## src/rtl/horner_pipe_pkg.sv

```systemverilog
package horner_pipe_pkg;

    localparam int DATA_W     = 32;
    localparam int NUM_STAGES = 10;
    localparam int LATENCY    = NUM_STAGES + 1;

    typedef logic [DATA_W-1:0] word_t;

    typedef enum logic [1:0] {
        SET_NONE = 2'd0,
        SET_LOW  = 2'd1,
        SET_HIGH = 2'd2
    } coef_set_e;

    // Coefficient slot indices
    localparam logic [2:0] IDX_C0    = 3'd0;
    localparam logic [2:0] IDX_C1    = 3'd1;
    localparam logic [2:0] IDX_C2    = 3'd2;
    localparam logic [2:0] IDX_C3    = 3'd3;
    localparam logic [2:0] IDX_C4    = 3'd4;
    localparam logic [2:0] IDX_SCALE = 3'd5;

    // One pipeline lane: sample, its set tag, flags and the partial result
    typedef struct packed {
        logic      valid;
        logic      range_err;
        coef_set_e set;
        word_t     q;
        word_t     acc;
    } lane_t;

    // Static description of what one arithmetic stage does
    typedef struct packed {
        logic       is_mul;
        logic       a_from_q;
        logic       b_from_coef;
        logic [2:0] coef_idx;
    } stage_op_t;

    function automatic word_t coef_value(coef_set_e s, logic [2:0] idx);
        word_t v;
        v = '0;
        unique case (s)
            SET_LOW: begin
                case (idx)
                    IDX_C4:    v = 32'h9E2C_2258;
                    IDX_C3:    v = 32'h5AF8_92E0;
                    IDX_C2:    v = 32'h445B_7440;
                    IDX_C1:    v = 32'h7948_1740;
                    IDX_C0:    v = 32'h7459_9F60;
                    IDX_SCALE: v = 32'h058B_90C0;
                    default:   v = '0;
                endcase
            end
            SET_HIGH: begin
                case (idx)
                    IDX_C4:    v = 32'hF48F_5786;
                    IDX_C3:    v = 32'h75F8_46E8;
                    IDX_C2:    v = 32'h5D88_2000;
                    IDX_C1:    v = 32'h2155_8EC0;
                    IDX_C0:    v = 32'hFB94_2240;
                    IDX_SCALE: v = 32'h258B_90C0;
                    default:   v = '0;
                endcase
            end
            default: v = '0;   // no set: zero scale forces a zero result
        endcase
        return v;
    endfunction

    // Stage n (1..NUM_STAGES) of the nested evaluation
    function automatic stage_op_t stage_op(int unsigned n);
        stage_op_t op;
        op = '{is_mul: 1'b0, a_from_q: 1'b0, b_from_coef: 1'b0, coef_idx: IDX_C0};
        case (n)
            1:  op = '{1'b1, 1'b1, 1'b1, IDX_C4};    // q * c4
            2:  op = '{1'b0, 1'b0, 1'b1, IDX_C3};    // + c3
            3:  op = '{1'b1, 1'b0, 1'b0, IDX_C0};    // * q
            4:  op = '{1'b0, 1'b0, 1'b1, IDX_C2};    // + c2
            5:  op = '{1'b1, 1'b0, 1'b0, IDX_C0};    // * q
            6:  op = '{1'b0, 1'b0, 1'b1, IDX_C1};    // + c1
            7:  op = '{1'b1, 1'b0, 1'b0, IDX_C0};    // * q
            8:  op = '{1'b0, 1'b0, 1'b1, IDX_C0};    // + c0
            9:  op = '{1'b0, 1'b0, 1'b0, IDX_C0};    // + q
            10: op = '{1'b1, 1'b0, 1'b1, IDX_SCALE}; // * scale
            default: op = '{1'b0, 1'b0, 1'b0, IDX_C0};
        endcase
        return op;
    endfunction

endpackage

```

## src/rtl/horner_range_sel.sv

```systemverilog
module horner_range_sel
    import horner_pipe_pkg::*;
#(
    parameter word_t LOW_BASE = 32'h0800_0000,
    parameter word_t MID_BASE = 32'h0A00_0000,
    parameter word_t TOP_BASE = 32'h0C00_0000
) (
    input  word_t     sample,
    output coef_set_e set_o,
    output logic      range_err_o
);

    always_comb begin
        if (sample >= LOW_BASE && sample < MID_BASE) begin
            set_o = SET_LOW;
        end else if (sample >= MID_BASE && sample < TOP_BASE) begin
            set_o = SET_HIGH;
        end else begin
            set_o = SET_NONE;
        end
        range_err_o = (set_o == SET_NONE);
    end

endmodule

```

## src/rtl/horner_op_stage.sv

```systemverilog
module horner_op_stage
    import horner_pipe_pkg::*;
#(
    parameter int unsigned STAGE_NUM = 1
) (
    input  logic  clk,
    input  logic  rst,
    input  lane_t lane_i,
    output lane_t lane_o
);

    localparam stage_op_t OP = stage_op(STAGE_NUM);

    lane_t lane_d, lane_q;
    word_t coef, opa, opb;

    always_comb begin
        coef       = coef_value(lane_i.set, OP.coef_idx);
        opa        = OP.a_from_q    ? lane_i.q : lane_i.acc;
        opb        = OP.b_from_coef ? coef     : lane_i.q;
        lane_d     = lane_i;
        // both results are truncated to the word width (mod 2^DATA_W)
        lane_d.acc = OP.is_mul ? word_t'(opa * opb) : word_t'(opa + opb);
    end

    always_ff @(posedge clk) begin
        lane_q <= lane_d;
        if (rst) begin
            lane_q.valid <= 1'b0;
        end
    end

    assign lane_o = lane_q;

    AST_STAGE_RESET_CLEARS: assert property (@(posedge clk) disable iff (rst)
        $past(rst) |-> !lane_q.valid);

    AST_STAGE_TAG_TRAVELS: assert property (@(posedge clk) disable iff (rst)
        lane_i.valid |=> (lane_q.valid && lane_q.q == $past(lane_i.q)
                          && lane_q.range_err == $past(lane_i.range_err)));

endmodule

```

## src/rtl/horner_pipe.sv

```systemverilog
module horner_pipe
    import horner_pipe_pkg::*;
#(
    parameter word_t LOW_BASE = 32'h0800_0000,
    parameter word_t MID_BASE = 32'h0A00_0000,
    parameter word_t TOP_BASE = 32'h0C00_0000
) (
    input  logic              clk,
    input  logic              rst,
    input  logic              in_valid,
    input  logic [DATA_W-1:0] in_sample,
    output logic              out_valid,
    output logic [DATA_W-1:0] out_result,
    output logic              out_range_err
);

    localparam int CNT_W = $clog2(LATENCY + 2) + 1;

    coef_set_e sel_set;
    logic      sel_err;

    horner_range_sel #(
        .LOW_BASE (LOW_BASE),
        .MID_BASE (MID_BASE),
        .TOP_BASE (TOP_BASE)
    ) u_sel (
        .sample      (in_sample),
        .set_o       (sel_set),
        .range_err_o (sel_err)
    );

    // Entry stage: register the sample with its set tag
    lane_t entry_d, entry_q;

    always_comb begin
        entry_d.valid     = in_valid;
        entry_d.range_err = sel_err;
        entry_d.set       = sel_set;
        entry_d.q         = in_sample;
        entry_d.acc       = '0;
    end

    always_ff @(posedge clk) begin
        entry_q <= entry_d;
        if (rst) begin
            entry_q.valid <= 1'b0;
        end
    end

    lane_t lanes [NUM_STAGES+1];
    assign lanes[0] = entry_q;

    for (genvar g = 0; g < NUM_STAGES; g++) begin : g_stage
        horner_op_stage #(
            .STAGE_NUM (g + 1)
        ) u_stage (
            .clk    (clk),
            .rst    (rst),
            .lane_i (lanes[g]),
            .lane_o (lanes[g+1])
        );
    end

    assign out_valid     = lanes[NUM_STAGES].valid;
    assign out_result    = lanes[NUM_STAGES].acc;
    assign out_range_err = lanes[NUM_STAGES].range_err;

    // Cycles since reset, used to keep the latency check inside the post-reset window
    logic [CNT_W-1:0] since_rst_d, since_rst_q;

    always_comb begin
        since_rst_d = since_rst_q;
        if (since_rst_q <= CNT_W'(LATENCY)) begin
            since_rst_d = since_rst_q + 1'b1;
        end
    end

    always_ff @(posedge clk) begin
        if (rst) begin
            since_rst_q <= '0;
        end else begin
            since_rst_q <= since_rst_d;
        end
    end

    AST_OUT_LATENCY: assert property (@(posedge clk) disable iff (rst)
        (since_rst_q > CNT_W'(LATENCY)) |-> (out_valid == $past(in_valid, LATENCY)));

    AST_ZERO_ON_RANGE_ERR: assert property (@(posedge clk) disable iff (rst)
        (out_valid && out_range_err) |-> (out_result == '0));

endmodule

```

## config.mk

```make
export PLATFORM = sky130hd
export DESIGN_NAME = horner_pipe
export DESIGN_NICKNAME = d
export VERILOG_FILES = /design/src/rtl/horner_pipe_pkg.sv /design/src/rtl/horner_range_sel.sv /design/src/rtl/horner_op_stage.sv /design/src/rtl/horner_pipe.sv
export SDC_FILE = /design/constraint.sdc
export NUM_CORES = 2
export LEC_CHECK = 0
export ABC_AREA = 1
export BUFFER_PORTS_ARGS = -buffer_cell sky130_fd_sc_hd__clkbuf_2
export CORE_MARGIN = 8
export CORE_UTILIZATION = 48
export DETAILED_ROUTE_END_ITERATION = 12
export PLACE_DENSITY = 0.71
export SETUP_SLACK_MARGIN = 0.05
export SLEW_MARGIN = 10
export SYNTH_ARGS = -nofsm -noshare
export SYNTH_HDL_FRONTEND = slang
export SYNTH_SLANG_ARGS = --single-unit
```

## constraint.sdc

```tcl
create_clock -name clk -period 8.8 [get_ports clk]
set_input_delay 0.44 -clock clk [delete_from_list [all_inputs] [get_ports clk]]
set_output_delay 0.44 -clock clk [all_outputs]
set_load 0.1 [all_outputs]
```

Yosys cells after proc, flatten, opt, wreduce, memory -nomap -nowiden
Cells that the tools add are included.
{"block": "totals", "wordCells": 88, "out_inout_bits": 34, "regBits": 650, "in_bits": 35}
{"block": "classes", "mul": 5, "eq_ne": 12, "mux": 8, "order_cmp": 4, "n_addsub": 5, "n_reduce_logical": 3}
{"op": "one-hot mux 31 bit (2 select lines)", "n": 3}
{"op": "multiplier 32 x 32 -> 32 bit", "n": 4}
{"op": "one-hot mux 32 bit (2 select lines)", "n": 2}
{"op": "adder 32 x 31 -> 32 bit", "n": 3}
{"op": "adder 32 bit", "n": 2}
{"op": ">= comparator 32 x 28 -> 1 bit (second input constant)", "n": 2}
{"op": "less-than comparator 32 x 28 -> 1 bit (second input constant)", "n": 2}
{"op": "one-hot mux 30 bit (2 select lines)", "n": 1}
{"op": "multiplier 32 x 30 -> 32 bit", "n": 1}
{"op": "== test 2 x 1 -> 1 bit (second input constant)", "n": 6}
{"op": "== test 2 bit (second input constant)", "n": 6}
{"op": "2-to-1 mux 2 bit", "n": 2}
{"op": "logical AND 1 bit", "n": 2}
{"op": "logical NOT 2 bit", "n": 1}

Depth between registers and ports, before layout
{"block": "depth", "word_depth": 5, "depth_mapped": 36, "mapped_depth_nobuf": 34}

Modules after synthesis
A second synthesis with hierarchy kept.
{"block": "hier_totals", "hier_cells": 12013, "area_unflattened_um2": 93682.3}
{"mod": "horner_op_stage at g_stage[6].u_stage", "area_per_inst_um2": 18341.3, "seq_area_each_um2": 1361.3, "n_inst": 1, "cells_each": 2397}
{"mod": "horner_op_stage at g_stage[2].u_stage", "area_per_inst_um2": 18247.5, "seq_area_each_um2": 1361.3, "n_inst": 1, "cells_each": 2370}
{"mod": "horner_op_stage at g_stage[4].u_stage", "area_per_inst_um2": 18233.7, "seq_area_each_um2": 1361.3, "n_inst": 1, "cells_each": 2375}
{"mod": "horner_op_stage at g_stage[0].u_stage", "area_per_inst_um2": 14073.5, "seq_area_each_um2": 1341.3, "n_inst": 1, "cells_each": 1644}
{"mod": "horner_op_stage at g_stage[9].u_stage", "area_per_inst_um2": 7104.3, "seq_area_each_um2": 1241.2, "n_inst": 1, "cells_each": 801}
{"mod": "horner_op_stage at g_stage[7].u_stage", "area_per_inst_um2": 3722.3, "seq_area_each_um2": 1361.3, "n_inst": 1, "cells_each": 514}
{"mod": "horner_op_stage at g_stage[8].u_stage", "area_per_inst_um2": 3692.3, "seq_area_each_um2": 1361.3, "n_inst": 1, "cells_each": 561}
{"mod": "horner_op_stage at g_stage[1].u_stage", "area_per_inst_um2": 3385.7, "seq_area_each_um2": 1361.3, "n_inst": 1, "cells_each": 460}
{"mod": "horner_op_stage at g_stage[5].u_stage", "area_per_inst_um2": 3109.2, "seq_area_each_um2": 1361.3, "n_inst": 1, "cells_each": 430}
{"mod": "horner_op_stage at g_stage[3].u_stage", "area_per_inst_um2": 2971.6, "seq_area_each_um2": 1361.3, "n_inst": 1, "cells_each": 408}
{"mod": "horner_pipe", "area_per_inst_um2": 734.5, "seq_area_each_um2": 720.7, "n_inst": 1, "cells_each": 39}
{"mod": "horner_range_sel", "area_per_inst_um2": 66.3, "seq_area_each_um2": 0.0, "n_inst": 1, "cells_each": 14}

Worst setup path after synthesis
No wires, ideal clock.
{"block": "synth_timing", "path_kind": "reg2reg", "startpoint": "register entry_q[64] (netlist bit)", "endpoint": "register g_stage[0].u_stage.lane_q, in the netlist g_stage[0].u_stage.lane_o[24]", "stages_incl_launch_ff": 30, "period_less_slack_ns": 6.684, "t_required_ns": 8.728, "arrival_time_ns": 6.612, "slack_ns": 2.116, "setup_time_ns": 0.072, "path_buffers": 3, "cell_sequence": "dfxtp_1 -> inv_1 -> ha_1 -> buf_6 -> buf_6 -> clkbuf_1 -> nand2_1 -> inv_1 -> fa_1 -> fa_1 -> fa_1 -> inv_1 -> fa_1 -> inv_1 -> fa_1 -> fa_1 -> fa_1 -> inv_1 -> fa_1 -> inv_1 -> ha_1 -> nand2_1 -> nor4_1 -> nand4_1 -> nand3_1 -> nand2_1 -> nand2_1 -> nand2_1 -> nand2_1 -> xor2_1"}
{"item": "start, declared", "line": "horner_pipe.sv:33", "text": "lane_t entry_d, entry_q;"}
{"item": "start signal, assigned", "line": "horner_pipe.sv:44", "text": "entry_q <= entry_d;"}
{"item": "end signal, assigned", "line": "horner_op_stage.sv:27", "text": "lane_q <= lane_d;"}
{"item": "end, declared", "line": "horner_op_stage.sv:14", "text": "lane_t lane_d, lane_q;"}

==> summary.md <==
| Metric | Value |
|---|---|
| Gate Count Post-Synth | 7147 |
| Antenna violations before repair | 5 |
| CP startpoint kind | flip-flop |
| Post-synthesis area per instance | 8.38 um^2 |
| Setup WS post-layout | 1410 ps |
| Async SR Flop Fraction | 0% |
| HPWL Detailed | 125000 um |
| Critical Path AT | 7960 ps |
| Worst-case clock buffer depth | 3 |
| Num CTS Buffers | 56 |
| Vias/cell | 4.97 |
| Fill count | 11.5k |
| CTS tree | built |
| Cell variety after synth | 56 |
| Setup bufs post-CTS | 0 |
| Crit path top cell by count | inv_1 |
| Tightest Pin Transition | 1290 ps |
| Layout cells sized above 1 | 3.29% |
| Rel. slew slack | 14.1% |
| CP Class | flip-flop to flip-flop |
| Root buf cell | clkbuf_16 |
| Hold slack | 57.4 ps |
| Largest net degree at the start of global routing | 28 |
| CP delay by family, top | adder cells |
| Area grow syn2layout | 7.02% |
| Period utilization | 84.0% |
| H-Tree Depth | 2 |
| Crit. End Element | flip-flop |
| Post-place setup slack | 1420 ps |
| Final min period | 7390 ps |
| Sequential-to-total area share from yosys stat | 17.6% |
| Crit path buf inv count | 9 |
| Leading post-synthesis cells by instance count | 1953 x inv_1, 1701 x nand2_1, 949 x fa_1 |
| DR vias | 44.0k |
| Final Slew Violations | 0 |
| CTS clk-pin slew, worst paths | 60 ps |
| Vias in the first global route | 46.4k |
| Maximum clock frequency | 135 MHz |
| Synth Register Bits | 528 |
| Final Skew | 19.1 ps |
| Post-synth top area share | 31.7% |
| Routed Wire Length | 151000 um |
| Pwr/cell area | 321 nW/um^2 |
| CP max-delay cell | ha_1 |
| I/O pins | 69 |
| Critical path data required time | 9370 ps |
| First-pass GRT wire length | 244000 um |
| Die area | 136000 um^2 |
| Grt ovf | 0 |
| Drt wl/cell | 17.1 um |
| Max incr delay on CP | 670 ps |
| Status | finished, final reports clean |
| IO buf count | 62 |
| Synth Cell Area | 59900 um^2 |
| Post-synth EDFFs | 0 |
| Final #Nets | 8854 |
| Die Y | 369 um |
| Ys Warns | 0 |
| Post-layout util | 51.8% |
| Drt first-iter violations | 2893 |
| Dominant cell type by area after synthesis | fa_1 |
| Core footprint | 124000 um^2 |
| RSZ-0062 raised after global routing | no |
| Peak VDD IR | 0.00117 V |
| P_leak | 38.7 nW |
| Max cap viols | 0 |
| Clk_lat worst skew | 630 ps |
| Hold crit path type | primary input to flip-flop |
| Setup_tns | 0 ps |
| Worst-path fanout max | 16 |
| Count leader, synth | inv_1 |
| Top post-synthesis cells by area | fa_1 32%, dfxtp_1 18%, ha_1 15% |
| Fin. Hold Viols | 0 |
| DRC viols | 0 |
| Row count | 129 |
| Total Power | 20.6 mW |
| Gp weighted congestion | 0.934 |
| Gr usage total | 22.3% |
| Initial Util | 48.4% |
| DRT Pass-1 Iters | 6 |
| Die Width | 369 um |
| Top FF cell, synth | dfxtp_1 |
| TritonCTS sink count | 528 |
| Antenna violation net count after detailed routing | 0 |
| # setup viols final | 0 |
[cell type report]
type / instances / area (um^2) / area share, %
antenna: 1 / 2.50 / 0.00390
clock buffer: 71 / 1550 / 2.41
clock inverter: 33 / 447 / 0.697
inverter: 1956 / 7340 / 11.5
multi-input combinational: 4470 / 41200 / 64.2
sequential: 528 / 10600 / 16.5
tap: 1637 / 2050 / 3.19
timing repair buffer: 144 / 991 / 1.55
[routing by layer]
layer,GRT usage (%),up-vias,part of all wire (%)
met5,0,-,0
met4,7.45,0,3.5
met3,3.10,267,6.3
met2,39.1,1327,49
met1,28.3,21462,42
li1,-,20900,-
[cells in the final DEF, fill, tap and decap left out, drive strengths merged, types with 4 or more instances in the layout]
cell type / n
o22ai: 7
bufinv: 8
dlygate4sd3: 26
o2111ai: 4
o211ai: 11
nand3b: 13
o21bai: 26
nand2: 1707
nand3: 178
buf: 56
xnor2: 93
fa: 949
nand4: 32
conb: 6
xor2: 201
a21o: 16
o21ai: 94
a31oi: 9
a21oi: 185
clkinv: 11
nor4: 9
dfxtp: 528
inv: 1966
nor2: 158
a211oi: 8
clkbuf: 133
nor3: 21
clkinvlp: 4
ha: 714
[what timing repair did]
action | CTS | global route
hold endpoints to repair | 26 | 0
hold buffers | 26 | 0
gates resized for setup | 0 | 0
[metrics by stage]
stage	instances	instance area, um^2
after global routing	8839	64100
after floorplan	7152	59900
final	8840	64100
after CTS	8839	64100
after global placement	8709	61900
after detailed placement	8709	61900
[logic make-up after synthesis]
kind of cell             synth area share, %
buffers and inverters                   13.7
AND/OR/NAND/NOR                         14.1
adder cells (fa/ha/maj)                 46.6
flip-flops                              17.6
AO/OA/AOI/OAI                           3.63
XOR/XNOR                                4.31
other                                0.00626
[final timing paths]
path | from | endpoint | slack (ps) | depth (start not counted)
worst max-delay path | entry_q[64] | g_stage[0].u_stage.lane_o[24] | 1410 | 31
worst min-delay path | in_sample[25] | entry_q[57] | 60 | 1
worst max register to register | entry_q[64] | g_stage[0].u_stage.lane_o[24] | 1410 | 31
worst min register to register | g_stage[6].u_stage.lane_o[35] | g_stage[7].u_stage.lane_o[35] | 310 | 0
[registers in the layout (all words and copies together), names as in the netlist]
register                cells
g_stage.u_stage.lane_o    498
entry_q                    30
[where the power goes]
group          leakage [nW]  switching [mW]  internal [mW]
clock                 0.977            1.03           1.50
combinational          33.3            8.76           5.85
sequential             4.40           0.482           2.94
total                  38.7            10.3           10.3
(Power assumes the default switching activity.)
